**src/rtl/pkt_tx_pkg.sv**
```systemverilog
package pkt_tx_pkg;
    typedef enum logic [2:0] {
        ST_IDLE,
        ST_PRE,
        ST_SYNC,
        ST_HDR,
        ST_PAY,
        ST_CRC
    } tx_state_t;
endpackage

```
**src/rtl/pkt_tx_cfg_decode.sv**
```systemverilog
module pkt_tx_cfg_decode #(
    parameter int SW = 32,
    parameter int NW = 6,
    parameter int CW = 8
) (
    input  logic [4:0]    pre_code,
    input  logic [SW-1:0] sync_word,
    input  logic [NW-1:0] sync_bits,
    output logic [CW-1:0] pre_n,
    output logic [SW-1:0] sync_al,
    output logic [CW-1:0] sync_n
);
    localparam int SYNC_MIN = 8;

    int n_c;

    always_comb begin
        // special short preambles, else whole bytes
        if (pre_code == 5'd0)
            pre_n = CW'(1);
        else if (pre_code == 5'd31)
            pre_n = CW'(4);
        else
            pre_n = CW'({pre_code, 3'b000});

        if (int'(sync_bits) < SYNC_MIN)
            n_c = SYNC_MIN;
        else if (int'(sync_bits) > SW)
            n_c = SW;
        else
            n_c = int'(sync_bits);

        sync_n  = CW'(n_c);
        sync_al = sync_word << (SW - n_c);
    end
endmodule

```
**src/rtl/pkt_tx_framer.sv**
```systemverilog
module pkt_tx_framer
    import pkt_tx_pkg::*;
#(
    parameter int SW            = 32,
    parameter int CRC_W         = 16,
    parameter int LEN_W         = 8,
    parameter int MAX_PRE_BYTES = 30
) (
    input  logic             clk,
    input  logic             rst_n,
    input  logic             start,
    input  logic             bit_en,
    input  logic [4:0]       pre_code,
    input  logic             pre_mode,
    input  logic [SW-1:0]    sync_word,
    input  logic [$clog2(SW+1)-1:0] sync_bits,
    input  logic             hdr_en,
    input  logic [LEN_W-1:0] pay_len,
    input  logic             crc_en,
    input  logic             in_valid,
    input  logic [7:0]       in_data,
    output logic             in_ready,
    output logic             tx_bit,
    output logic             tx_valid,
    output logic             busy,
    output logic             done,
    output logic             crc_init,
    output logic             crc_valid,
    output logic [7:0]       crc_data,
    input  logic [CRC_W-1:0] crc_val
);
    localparam int BW      = 8;
    localparam int NW      = $clog2(SW + 1);
    localparam int PRE_MAX = MAX_PRE_BYTES * BW;
    localparam int BIG1    = (PRE_MAX > SW) ? PRE_MAX : SW;
    localparam int BIG     = (BIG1 > CRC_W) ? BIG1 : CRC_W;
    localparam int CW      = $clog2(BIG + 1);

    typedef struct packed {
        tx_state_t        st;
        logic [SW-1:0]    sh;
        logic [CW-1:0]    cnt;
        logic [LEN_W-1:0] left;
        logic [LEN_W-1:0] fetch;
        logic [LEN_W-1:0] plen;
        logic [BW-1:0]    hold;
        logic             hold_full;
        logic             hdr;
        logic             crc_on;
        logic             done;
        logic             c_init;
        logic             c_vld;
        logic [BW-1:0]    c_data;
        logic [SW-1:0]    sync_sh;
        logic [CW-1:0]    sync_n;
    } regs_t;

    regs_t q, d;

    logic [CW-1:0] dec_pre_n;
    logic [SW-1:0] dec_sync_al;
    logic [CW-1:0] dec_sync_n;
    logic          accept;

    pkt_tx_cfg_decode #(.SW(SW), .NW(NW), .CW(CW)) u_dec (
        .pre_code  (pre_code),
        .sync_word (sync_word),
        .sync_bits (sync_bits),
        .pre_n     (dec_pre_n),
        .sync_al   (dec_sync_al),
        .sync_n    (dec_sync_n)
    );

    // closing field: checksum or end of packet
    function automatic regs_t f_tail(input regs_t r, input logic [CRC_W-1:0] cv);
        regs_t n = r;
        if (r.crc_on) begin
            n.st  = ST_CRC;
            n.sh  = SW'(cv) << (SW - CRC_W);
            n.cnt = CW'(CRC_W);
        end else begin
            n.st   = ST_IDLE;
            n.done = 1'b1;
            n.cnt  = '0;
        end
        return n;
    endfunction

    function automatic regs_t f_pay(input regs_t r, input logic [CRC_W-1:0] cv);
        regs_t n = r;
        if (r.plen == '0) begin
            n = f_tail(r, cv);
        end else begin
            n.st  = ST_PAY;
            n.cnt = '0;
        end
        return n;
    endfunction

    assign in_ready = ((q.st == ST_HDR) || (q.st == ST_PAY)) && !q.hold_full && (q.fetch != '0);
    assign accept   = in_valid && in_ready;

    always_comb begin
        d        = q;
        d.done   = 1'b0;
        d.c_init = 1'b0;
        d.c_vld  = 1'b0;

        case (q.st)
            ST_IDLE: begin
                if (start) begin
                    d.st        = ST_PRE;
                    d.sh        = '0;
                    d.sh[SW-1]  = pre_mode;
                    d.cnt       = dec_pre_n;
                    d.sync_sh   = dec_sync_al;
                    d.sync_n    = dec_sync_n;
                    d.hdr       = hdr_en;
                    d.crc_on    = crc_en;
                    d.plen      = pay_len;
                    d.left      = pay_len;
                    d.fetch     = pay_len;
                    d.hold_full = 1'b0;
                    d.c_init    = 1'b1;
                end
            end
            ST_PRE: begin
                if (bit_en) begin
                    if (q.cnt == CW'(1)) begin
                        d.st  = ST_SYNC;
                        d.sh  = q.sync_sh;
                        d.cnt = q.sync_n;
                    end else begin
                        d.sh[SW-1] = ~q.sh[SW-1];
                        d.cnt      = q.cnt - 1'b1;
                    end
                end
            end
            ST_SYNC: begin
                if (bit_en) begin
                    if (q.cnt == CW'(1)) begin
                        if (q.hdr) begin
                            d.st     = ST_HDR;
                            d.sh     = SW'(q.plen) << (SW - LEN_W);
                            d.cnt    = CW'(LEN_W);
                            d.c_vld  = 1'b1;
                            d.c_data = BW'(q.plen);
                        end else begin
                            d = f_pay(d, crc_val);
                        end
                    end else begin
                        d.sh  = q.sh << 1;
                        d.cnt = q.cnt - 1'b1;
                    end
                end
            end
            ST_HDR: begin
                if (bit_en) begin
                    if (q.cnt == CW'(1)) begin
                        d = f_pay(d, crc_val);
                    end else begin
                        d.sh  = q.sh << 1;
                        d.cnt = q.cnt - 1'b1;
                    end
                end
            end
            ST_PAY: begin
                if (q.cnt == '0) begin
                    // waiting for a byte: load it once the holding register has one
                    if (q.hold_full) begin
                        d.sh        = SW'(q.hold) << (SW - BW);
                        d.cnt       = CW'(BW);
                        d.hold_full = 1'b0;
                        d.left      = q.left - 1'b1;
                    end
                end else if (bit_en) begin
                    if (q.cnt == CW'(1)) begin
                        if (q.left == '0)
                            d = f_tail(d, crc_val);
                        else
                            d.cnt = '0;
                    end else begin
                        d.sh  = q.sh << 1;
                        d.cnt = q.cnt - 1'b1;
                    end
                end
            end
            ST_CRC: begin
                if (bit_en) begin
                    if (q.cnt == CW'(1)) begin
                        d.st   = ST_IDLE;
                        d.done = 1'b1;
                        d.cnt  = '0;
                    end else begin
                        d.sh  = q.sh << 1;
                        d.cnt = q.cnt - 1'b1;
                    end
                end
            end
            default: d.st = ST_IDLE;
        endcase

        if (accept) begin
            d.hold      = in_data;
            d.hold_full = 1'b1;
            d.fetch     = q.fetch - 1'b1;
            d.c_vld     = 1'b1;
            d.c_data    = in_data;
        end
    end

    always_ff @(posedge clk or negedge rst_n) begin
        if (!rst_n) begin
            q    <= '0;
            q.st <= ST_IDLE;
        end else begin
            q <= d;
        end
    end

    assign tx_bit    = q.sh[SW-1];
    assign tx_valid  = (q.st == ST_PRE) || (q.st == ST_SYNC) || (q.st == ST_HDR) ||
                       (q.st == ST_CRC) || ((q.st == ST_PAY) && (q.cnt != '0));
    assign busy      = (q.st != ST_IDLE);
    assign done      = q.done;
    assign crc_init  = q.c_init;
    assign crc_valid = q.c_vld;
    assign crc_data  = q.c_data;

    // the end-of-packet pulse lasts a single cycle and the block is idle then
    p_done_single_r10: assert property (@(posedge clk) disable iff (!rst_n)
        done |=> !done);
    p_done_idle_r10: assert property (@(posedge clk) disable iff (!rst_n)
        done |-> !busy);
    // clear and absorb never coincide
    p_crc_excl_r7: assert property (@(posedge clk) disable iff (!rst_n)
        !(crc_init && crc_valid));
    // a start during a packet never restarts the engine
    p_start_ignored_r9: assert property (@(posedge clk) disable iff (!rst_n)
        (busy && start) |=> !crc_init);
    // inside the preamble every consumed bit is followed by its complement
    p_pre_toggle_r4: assert property (@(posedge clk) disable iff (!rst_n)
        (q.st == ST_PRE && bit_en && q.cnt != CW'(1)) |=> (tx_bit != $past(tx_bit)));
    // no bit is offered while the payload byte is missing
    p_stall_r11: assert property (@(posedge clk) disable iff (!rst_n)
        (q.st == ST_PAY && q.cnt == '0) |-> !tx_valid);
    // nothing is fetched beyond the byte count
    p_no_overfetch_r8: assert property (@(posedge clk) disable iff (!rst_n)
        (q.fetch == '0) |-> !in_ready);
endmodule

```
**config.mk**
```make
export PLATFORM = sky130hd
export DESIGN_NAME = pkt_tx_framer
export DESIGN_NICKNAME = d
export VERILOG_FILES = /design/src/rtl/pkt_tx_pkg.sv /design/src/rtl/pkt_tx_cfg_decode.sv /design/src/rtl/pkt_tx_framer.sv
export SDC_FILE = /design/constraint.sdc
export NUM_CORES = 1
export LEC_CHECK = 0
export BUFFER_PORTS_ARGS = -buffer_cell sky130_fd_sc_hd__buf_2
export CORE_UTILIZATION = 41
export CTS_BUF_LIST = sky130_fd_sc_hd__clkbuf_8
export DETAILED_ROUTE_END_ITERATION = 8
export SLEW_MARGIN = 20
export SYNTH_ARGS = -nofsm -noshare
export SYNTH_HDL_FRONTEND = slang
export SYNTH_SLANG_ARGS = --single-unit
```
**constraint.sdc**
```tcl
create_clock -name clk -period 2.8 [get_ports clk]
set_clock_uncertainty 0.2 [all_clocks]
set_input_delay 0.42 -clock clk [delete_from_list [all_inputs] [get_ports clk]]
set_output_delay 0.42 -clock clk [all_outputs]
set_load 0.01 [all_outputs]
```
==> flow_metrics.py, run 1 <==
metrics = {
    "yosys": {
        "yosysSeqAreaShare": 0.356,
        "syn-mean-instance-area_um2": 8.82,
        "ys.warnings.count": 0,
        "synth-seq-cells": 127,
        "yosys_most_used_dff": "dfrtp_1",
        "synth-xor-area-share": 0.00393,
        "synth_edf_count": 0,
        "synthCells": 1011,
        "synth_nets": 1101,
        "synthAdderAreaFrac": 0.00982,
        "synth-simple-area-share": 0.187,
        "synthArstFlopShare": 1.00,
        "synth_compound_area_frac": 0.264,
        "synth.distinct_cells": 83,
        "synthesis.area_mm2": 0.00892,
        "synth_top_family_by_area": "compound AO/OA/AOI/OAI gates",
        "yosys-mux-area-fraction": 0.127,
    },
    "routing": {
        "drc": 0,
        "vias_per_cell": 5.95,
        "drt_pass1_iterations": 5,
        "wirelength_um": 29400,
        "via_count": 8757,
        "wl_per_cell_um": 20.0,
        "drt-initial-drc-count": 844,
        "ant_nets": 0,
    },
    "timing": {
        "hold_viol_final": 0,
        "slew_headroom": 0.550,
        "fin_crit_sh": 0.968,
        "worstMarginPinSlew_ns": 0.669,
        "setup-violations-final": 0,
        "slew_viol_final": 0,
        "worst_slack_ns": 0.0893,
        "fin_crit_ns": 2.71,
        "holdWs_ns": 0.0280,
        "max_freq_mhz": 369,
    },
    "final_layout": {
        "final_common_cell": "nand2_1",
        "final_nets": 1274,
        "layout_common_cells": "179 x nand2_1, 125 x dfrtp_1, 113 x buf_4",
        "drive_gt1_frac": 0.281,
        "finalNonFillerCells": 1472,
        "nFillCells": 2024,
        "num_antenna_cells": 0,
        "area_growth_pct": 23.6,
        "design_area_mm2": 0.0110,
        "utilization": 0.521,
    },
    "floorplanning": {
        "die_h_um": 150,
        "start_util": 0.422,
        "die_area_mm2": 0.0224,
        "row_count": 53,
        "core_area_mm2": 0.0212,
        "dieWidth_um": 150,
        "ioPinCount": 98,
    },
    "critical_path": {
        "crit_slowest_cell": "or4_1",
        "path_max_fanout": 7,
        "path_cells": "or4_1 > nor4b_4 > a211oi_2 > buf_2",
        "path_buf_inv": 1,
        "worstRegToRegCells": 9,
        "cp-end-kind": "primary output",
        "cp.arrival_ns": 2.09,
        "crit_family": "simple AND/OR/NAND/NOR gates",
        "reg2reg_setup_slack_ns": 0.12,
        "r2r-end": "q[94]",
        "reg2reg_from": "q[87]",
        "slowest_delay_ns": 0.63,
        "start_kind": "register",
        "crit_required_ns": 2.18,
        "setup.worst_path.end": "in_ready",
        "setup.worst_path.start": "q[72]",
        "path_class": "register to primary output",
        "path_depth": 4,
    },
    "global_route": {
        "grt_use_total": 0.267,
        "grt_pass1_wl_um": 45800,
        "gr-total-overflow": 0,
        "grt_pass1_vias": 8291,
        "antenna_found_initial": 0,
        "grt_max_degree": 65,
    },
    "cts": {
        "tritoncts": "built",
        "cts.sink_count": 127,
        "clkTransAtPathRegs_ns": 0.08,
        "root_buffer": "clkbuf_8",
        "clk_latency_ns": 0.46,
        "cts_max_path_buffers": 2,
        "cts-htree-levels": 4,
        "cts_made_buffers": 17,
    },
    "place": {
        "dp_cells": 1425,
        "hpwlAfterDp_um": 21900,
        "place.gp.congestion": 0.955,
        "placed_cell_area_mm2": 0.0104,
        "portBuffers": 97,
        "place_ws_ns": -0.174,
    },
    "flow_run": {
        "maxCapViolCount": 0,
    },
    "power_and_ir_drop": {
        "p_leak_nw": 5.23,
        "vdd_drop_max_uv": 295,
        "power.density_mw_per_mm2": 610,
    },
    "status": {
        "status": "finished, final reports clean",
    },
    "worst_hold_path": {
        "hp-class": "input port to register",
    },
}
## worst min-delay path: cells and delay by family
kind	cells	cell delay, ns
buffers and inverters	1	0.07
and+or+nand+nor	2	0.17
## where the power goes
part	internal (mW)	switching (mW)	total, mW
Clock	1.01	0.845	1.86
Sequential	1.98	0.222	2.20
Combinational	1.15	1.52	2.67
## stage by stage
stage	TNS (ns)	total power, mW
CTS	0	6.63
global route	-0.0128	7.08
finish	0	6.73
global placement	-1.36	4.73
detailed placement	-2.37	4.76
floorplan	-1.44	3.89
## cell families (layout without fill, tap and decap cells)
kind of cell | count (synthesis) | count (layout)
XOR/XNOR | 4 | 4
flip-flops | 127 | 127
AND/OR/NAND/NOR | 350 | 351
buffers and inverters | 98 | 282
AO/OA/AOI/OAI | 339 | 340
multiplexers | 86 | 86
adder cells (fa/ha/maj) | 7 | 7
## synth_stat cells (all sizes together) (7+ instances only)
cell type,n,area (um2)
and3,8,50.1
mux2,10,113
o21ai,81,405
dfrtp,127,3180
a21o,9,67.6
a22oi,18,135
clkbuf,29,109
nand2b,12,82.6
nand2,184,703
ha,7,87.6
a221o,14,140
inv,21,78.8
buf,47,275
a222oi,8,80.1
mux4,20,458
o22ai,8,50.1
mux2i,56,561
nor3,21,143
o211ai,10,75.1
or2,11,68.8
nor2,50,200
o221ai,17,155
nand3,32,165
a22o,7,61.3
o2bb2ai,17,211
a21oi,89,457
## metal layers
metal | vias up | global-route usage | wire length (um)
li1 | 4134 | - | -
met1 | 4222 | 0.362 | 13200
met2 | 338 | 0.420 | 13600
met3 | 63 | 0.0497 | 1770
met4 | 0 | 0.104 | 864
met5 | - | 0 | 0
## state kept, by name, indices dropped and copies added, names as in the netlist
signal	count
crc_init	1
done	1
crc_data	8
q	115
crc_valid	1
tx_bit	1
## worst min path at each step
stage               depth (start not counted)  startpoint  slack [ns]           to
finish                                      3  in_data[6]        0.03        q[60]
global route                                3  in_data[6]        0.02        q[60]
CTS                                         3  in_data[6]        0.02        q[60]
detailed placement                          1       rst_n        0.24        q[93]
global placement                            1       rst_n        0.24        q[93]
floorplan                                   0       rst_n       -0.08  crc_data[0]
## repair_timing
item | in CTS | in global routing
pin swaps | 0 | 0
cloned | 0 | 2
buffers inserted | 0 | 3
endpoints found under the hold margin | 47 | 0
gates resized for setup | 1 | 12
endpoints found under the setup margin | 1 | 36
hold buffers | 10 | 0
## final cells by class
cell class	count	area, um2	area share
multi-input cells	788	5370	0.487
flip-flops and latches	127	3180	0.288
repair buffers	228	1600	0.145
well taps	275	344	0.0312
clock buffers	18	248	0.0225
clock inverters	14	204	0.0185
inverters	22	85.1	0.00771
Power figures use the tool's default switching activity.
==> run 2, diff against run 1 <==
ABC_AREA = 1   (was not set)
==> run 2 against run 1 <==
Maximum frequency up 2.8%; clock power decreased by 13%; sequential power is 37% higher; critical path depth up 3; count of clock-buffer cells in the layout shrank 1; first-iteration DRC count decreased by 4.1%; power up 34%; via count is 18% higher; design area decreased by 1.3%; combinational power grew 63%; routed wire length rose by 3.8%; worst setup slack better by 0.073 ns; highest routed layer unchanged.
==> flow_metrics.py, run 2 <==
metrics = {
    "yosys": {
        "synthTopCellsByCount": "538 x nand2_1, 297 x nand3_1, 131 x inv_1",
        "synth_nets": 1617,
        "synthesis.area_mm2": 0.00951,
        "synth-xor-area-share": 0.0146,
        "yosys_most_used_dff": "dfrtp_1",
        "synth.most_common_cell": "nand2_1",
        "synthCells": 1527,
        "yosys-mux-area-fraction": 0.00211,
        "synth-seq-cells": 127,
        "yosysSeqAreaShare": 0.334,
        "synth_top_area_frac": 0.334,
        "synthArstFlopShare": 1.00,
        "synth_compound_area_frac": 0.110,
        "yosys-top-cells-area": "dfrtp_1 33%, nand2_1 21%, nand3_1 16%, o21ai_0 5.5%, inv_1 5.2%",
        "synthAdderAreaFrac": 0.00921,
        "synth_top_family_by_area": "simple AND/OR/NAND/NOR gates",
        "synth_edf_count": 0,
        "ys.warnings.count": 0,
        "syn-mean-instance-area_um2": 6.22,
        "synth.distinct_cells": 43,
        "synth_top_area_cell": "dfrtp_1",
        "synth-simple-area-share": 0.430,
    },
    "floorplanning": {
        "core_area_mm2": 0.0227,
        "ioPinCount": 98,
        "die_area_mm2": 0.0238,
        "die_h_um": 154,
        "start_util": 0.419,
        "dieWidth_um": 154,
        "row_count": 55,
    },
    "timing": {
        "hold_viol_final": 0,
        "worst_slack_ns": 0.162,
        "fin_crit_ns": 2.64,
        "max_freq_mhz": 379,
        "setup-violations-final": 0,
        "slew_viol_final": 0,
        "worstMarginPinSlew_ns": 0.789,
        "slew_headroom": 0.472,
        "fin_crit_sh": 0.942,
        "rsz0062_at_grt": "false",
    },
    "critical_path": {
        "path_cells": "inv_1 > nor2_1 > nand2_1 > nand2_1 > nand2_1 > a41oi_2 > buf_2",
        "slowest_delay_ns": 0.47,
        "cp-end-kind": "primary output",
        "crit_required_ns": 2.18,
        "cp.arrival_ns": 2.02,
        "path_max_fanout": 6,
        "start_kind": "register",
        "crit_top_cell": "nand2_1",
        "crit_slowest_cell": "dfrtp_1",
        "path_class": "register to primary output",
    },
    "cts": {
        "cts_max_path_buffers": 2,
        "cts.sink_count": 127,
        "post_cts_buffers": 0,
        "clkTransAtPathRegs_ns": 0.09,
        "cts_made_buffers": 17,
        "root_buffer": "clkbuf_8",
        "clk_latency_ns": 0.45,
        "tritoncts": "built",
        "cts-htree-levels": 4,
    },
    "routing": {
        "wirelength_um": 30500,
        "wl_per_cell_um": 15.9,
        "drc": 0,
        "via_count": 10340,
        "ant_nets": 0,
        "drt-initial-drc-count": 809,
        "vias_per_cell": 5.40,
        "drt_pass1_iterations": 5,
    },
    "final_layout": {
        "largest_register": "q",
        "drive_gt1_frac": 0.131,
        "utilization": 0.479,
        "final_common_cell": "nand2_1",
        "area_growth_pct": 14.5,
        "largest_register_ffs": 115,
        "final_nets": 1707,
        "num_antenna_cells": 0,
        "layout_common_cells": "538 x nand2_1, 297 x nand3_1, 131 x inv_1",
    },
    "global_route": {
        "grt_pass1_vias": 9662,
        "grt_use_total": 0.265,
        "antenna_found_initial": 0,
        "grt_max_degree": 73,
        "grt_pass1_wl_um": 50600,
        "gr-total-overflow": 0,
    },
    "power_and_ir_drop": {
        "p_total_mw": 8.99,
        "power.density_mw_per_mm2": 826,
        "vdd_drop_max_uv": 382,
        "p_leak_nw": 5.71,
    },
    "place": {
        "hpwlAfterDp_um": 22500,
        "place_ws_ns": -0.00900,
        "place.gp.congestion": 0.924,
        "portBuffers": 97,
    },
    "worst_hold_path": {
        "hp-class": "input port to register",
    },
    "flow_run": {
        "maxCapViolCount": 0,
    },
    "status": {
        "status": "finished, final reports clean",
    },
}
run 2: cell types whose count changed after synthesis, moves of 12 or more:
cell      change
a221o_1      -14
a21oi_1      -55
nor2_1       +48
clkbuf_1     +12
nand2_1     +357
o221ai_1     -14
a22oi_1      -16
inv_1       +110
mux4_2       -18
mux2i_1      -54
o21ai_0      +29
inv_2        +13
nand3_1     +266
run 2: what timing repair did:
action                                 in CTS  in global routing
hold buffers                               10                  0
endpoints found under the hold margin      37                  0
gates resized for setup                     0                  0
run 2: final cells by class:
| class | instances | area [um2] |
|---|---|---|
| clock buffer | 17 | 234 |
| multi-input combinational | 1171 | 5390 |
| inverter | 145 | 544 |
| fill | 2437 | 11800 |
| tap | 285 | 357 |
| sequential | 127 | 3180 |
| timing repair buffer | 155 | 1020 |
| clock inverter | 15 | 166 |
run 2: per-layer routing:
metal | part of all wire | GRT usage | vias to the layer above | wire, um
met1 | 0.46 | 0.366 | 4810 | 14000
met2 | 0.47 | 0.429 | 336 | 14300
met5 | 0 | 0 | - | 0
li1 | - | - | 5145 | -
met4 | 0.025 | 0.0981 | 0 | 760
met3 | 0.045 | 0.0277 | 49 | 1380
run 2: worst paths after layout:
path,start,cells after the start,slack [ns],endpoint
min in group asynchronous,rst_n,2,0.23,q[74]
min,hdr_en,3,0.05,q[52]
max in group asynchronous,rst_n,3,1.42,q[11]
max reg2reg,q[127],9,0.17,q[32]
min reg2reg,q[4],2,0.29,q[4]
max,q[127],7,0.16,in_ready
run 2: kinds of logic after synthesis:
family                   count (synthesis)
flip-flops                             127
AND/OR/NAND/NOR                        963
adder cells (fa/ha/maj)                  7
XOR/XNOR                                15
AO/OA/AOI/OAI                          184
buffers and inverters                  229
multiplexers                             2
run 2: stage by stage:
stage	cells	TNS [ns]	hold slack [ns]	area (um2)
6_report	1915	0	0.0548	10900
5_1_grt	1915	0	0.0496	10900
4_1_cts	1915	0	0.0282	10900
3_5_place_dp	1873	-0.00900	0.178	10400
3_3_place_gp	1873	-0.0173	0.178	10400
2_1_floorplan	1527	0	-0.0756	9510
run 2: worst max-delay path, delay by kind of cell, from the launching register on:
| kind | cells | cell delay (ns) |
|---|---|---|
| AND/OR/NAND/NOR | 4 | 0.62 |
| buffers and inverters | 2 | 0.27 |
| flip-flops | 1 | 0.47 |
| AO/OA/AOI/OAI | 1 | 0.21 |
run 2: report_power, final:
group | switching [mW] | internal (mW)
combinational | 2.93 | 1.43
clock | 0.944 | 0.679
sequential | 0.501 | 2.51
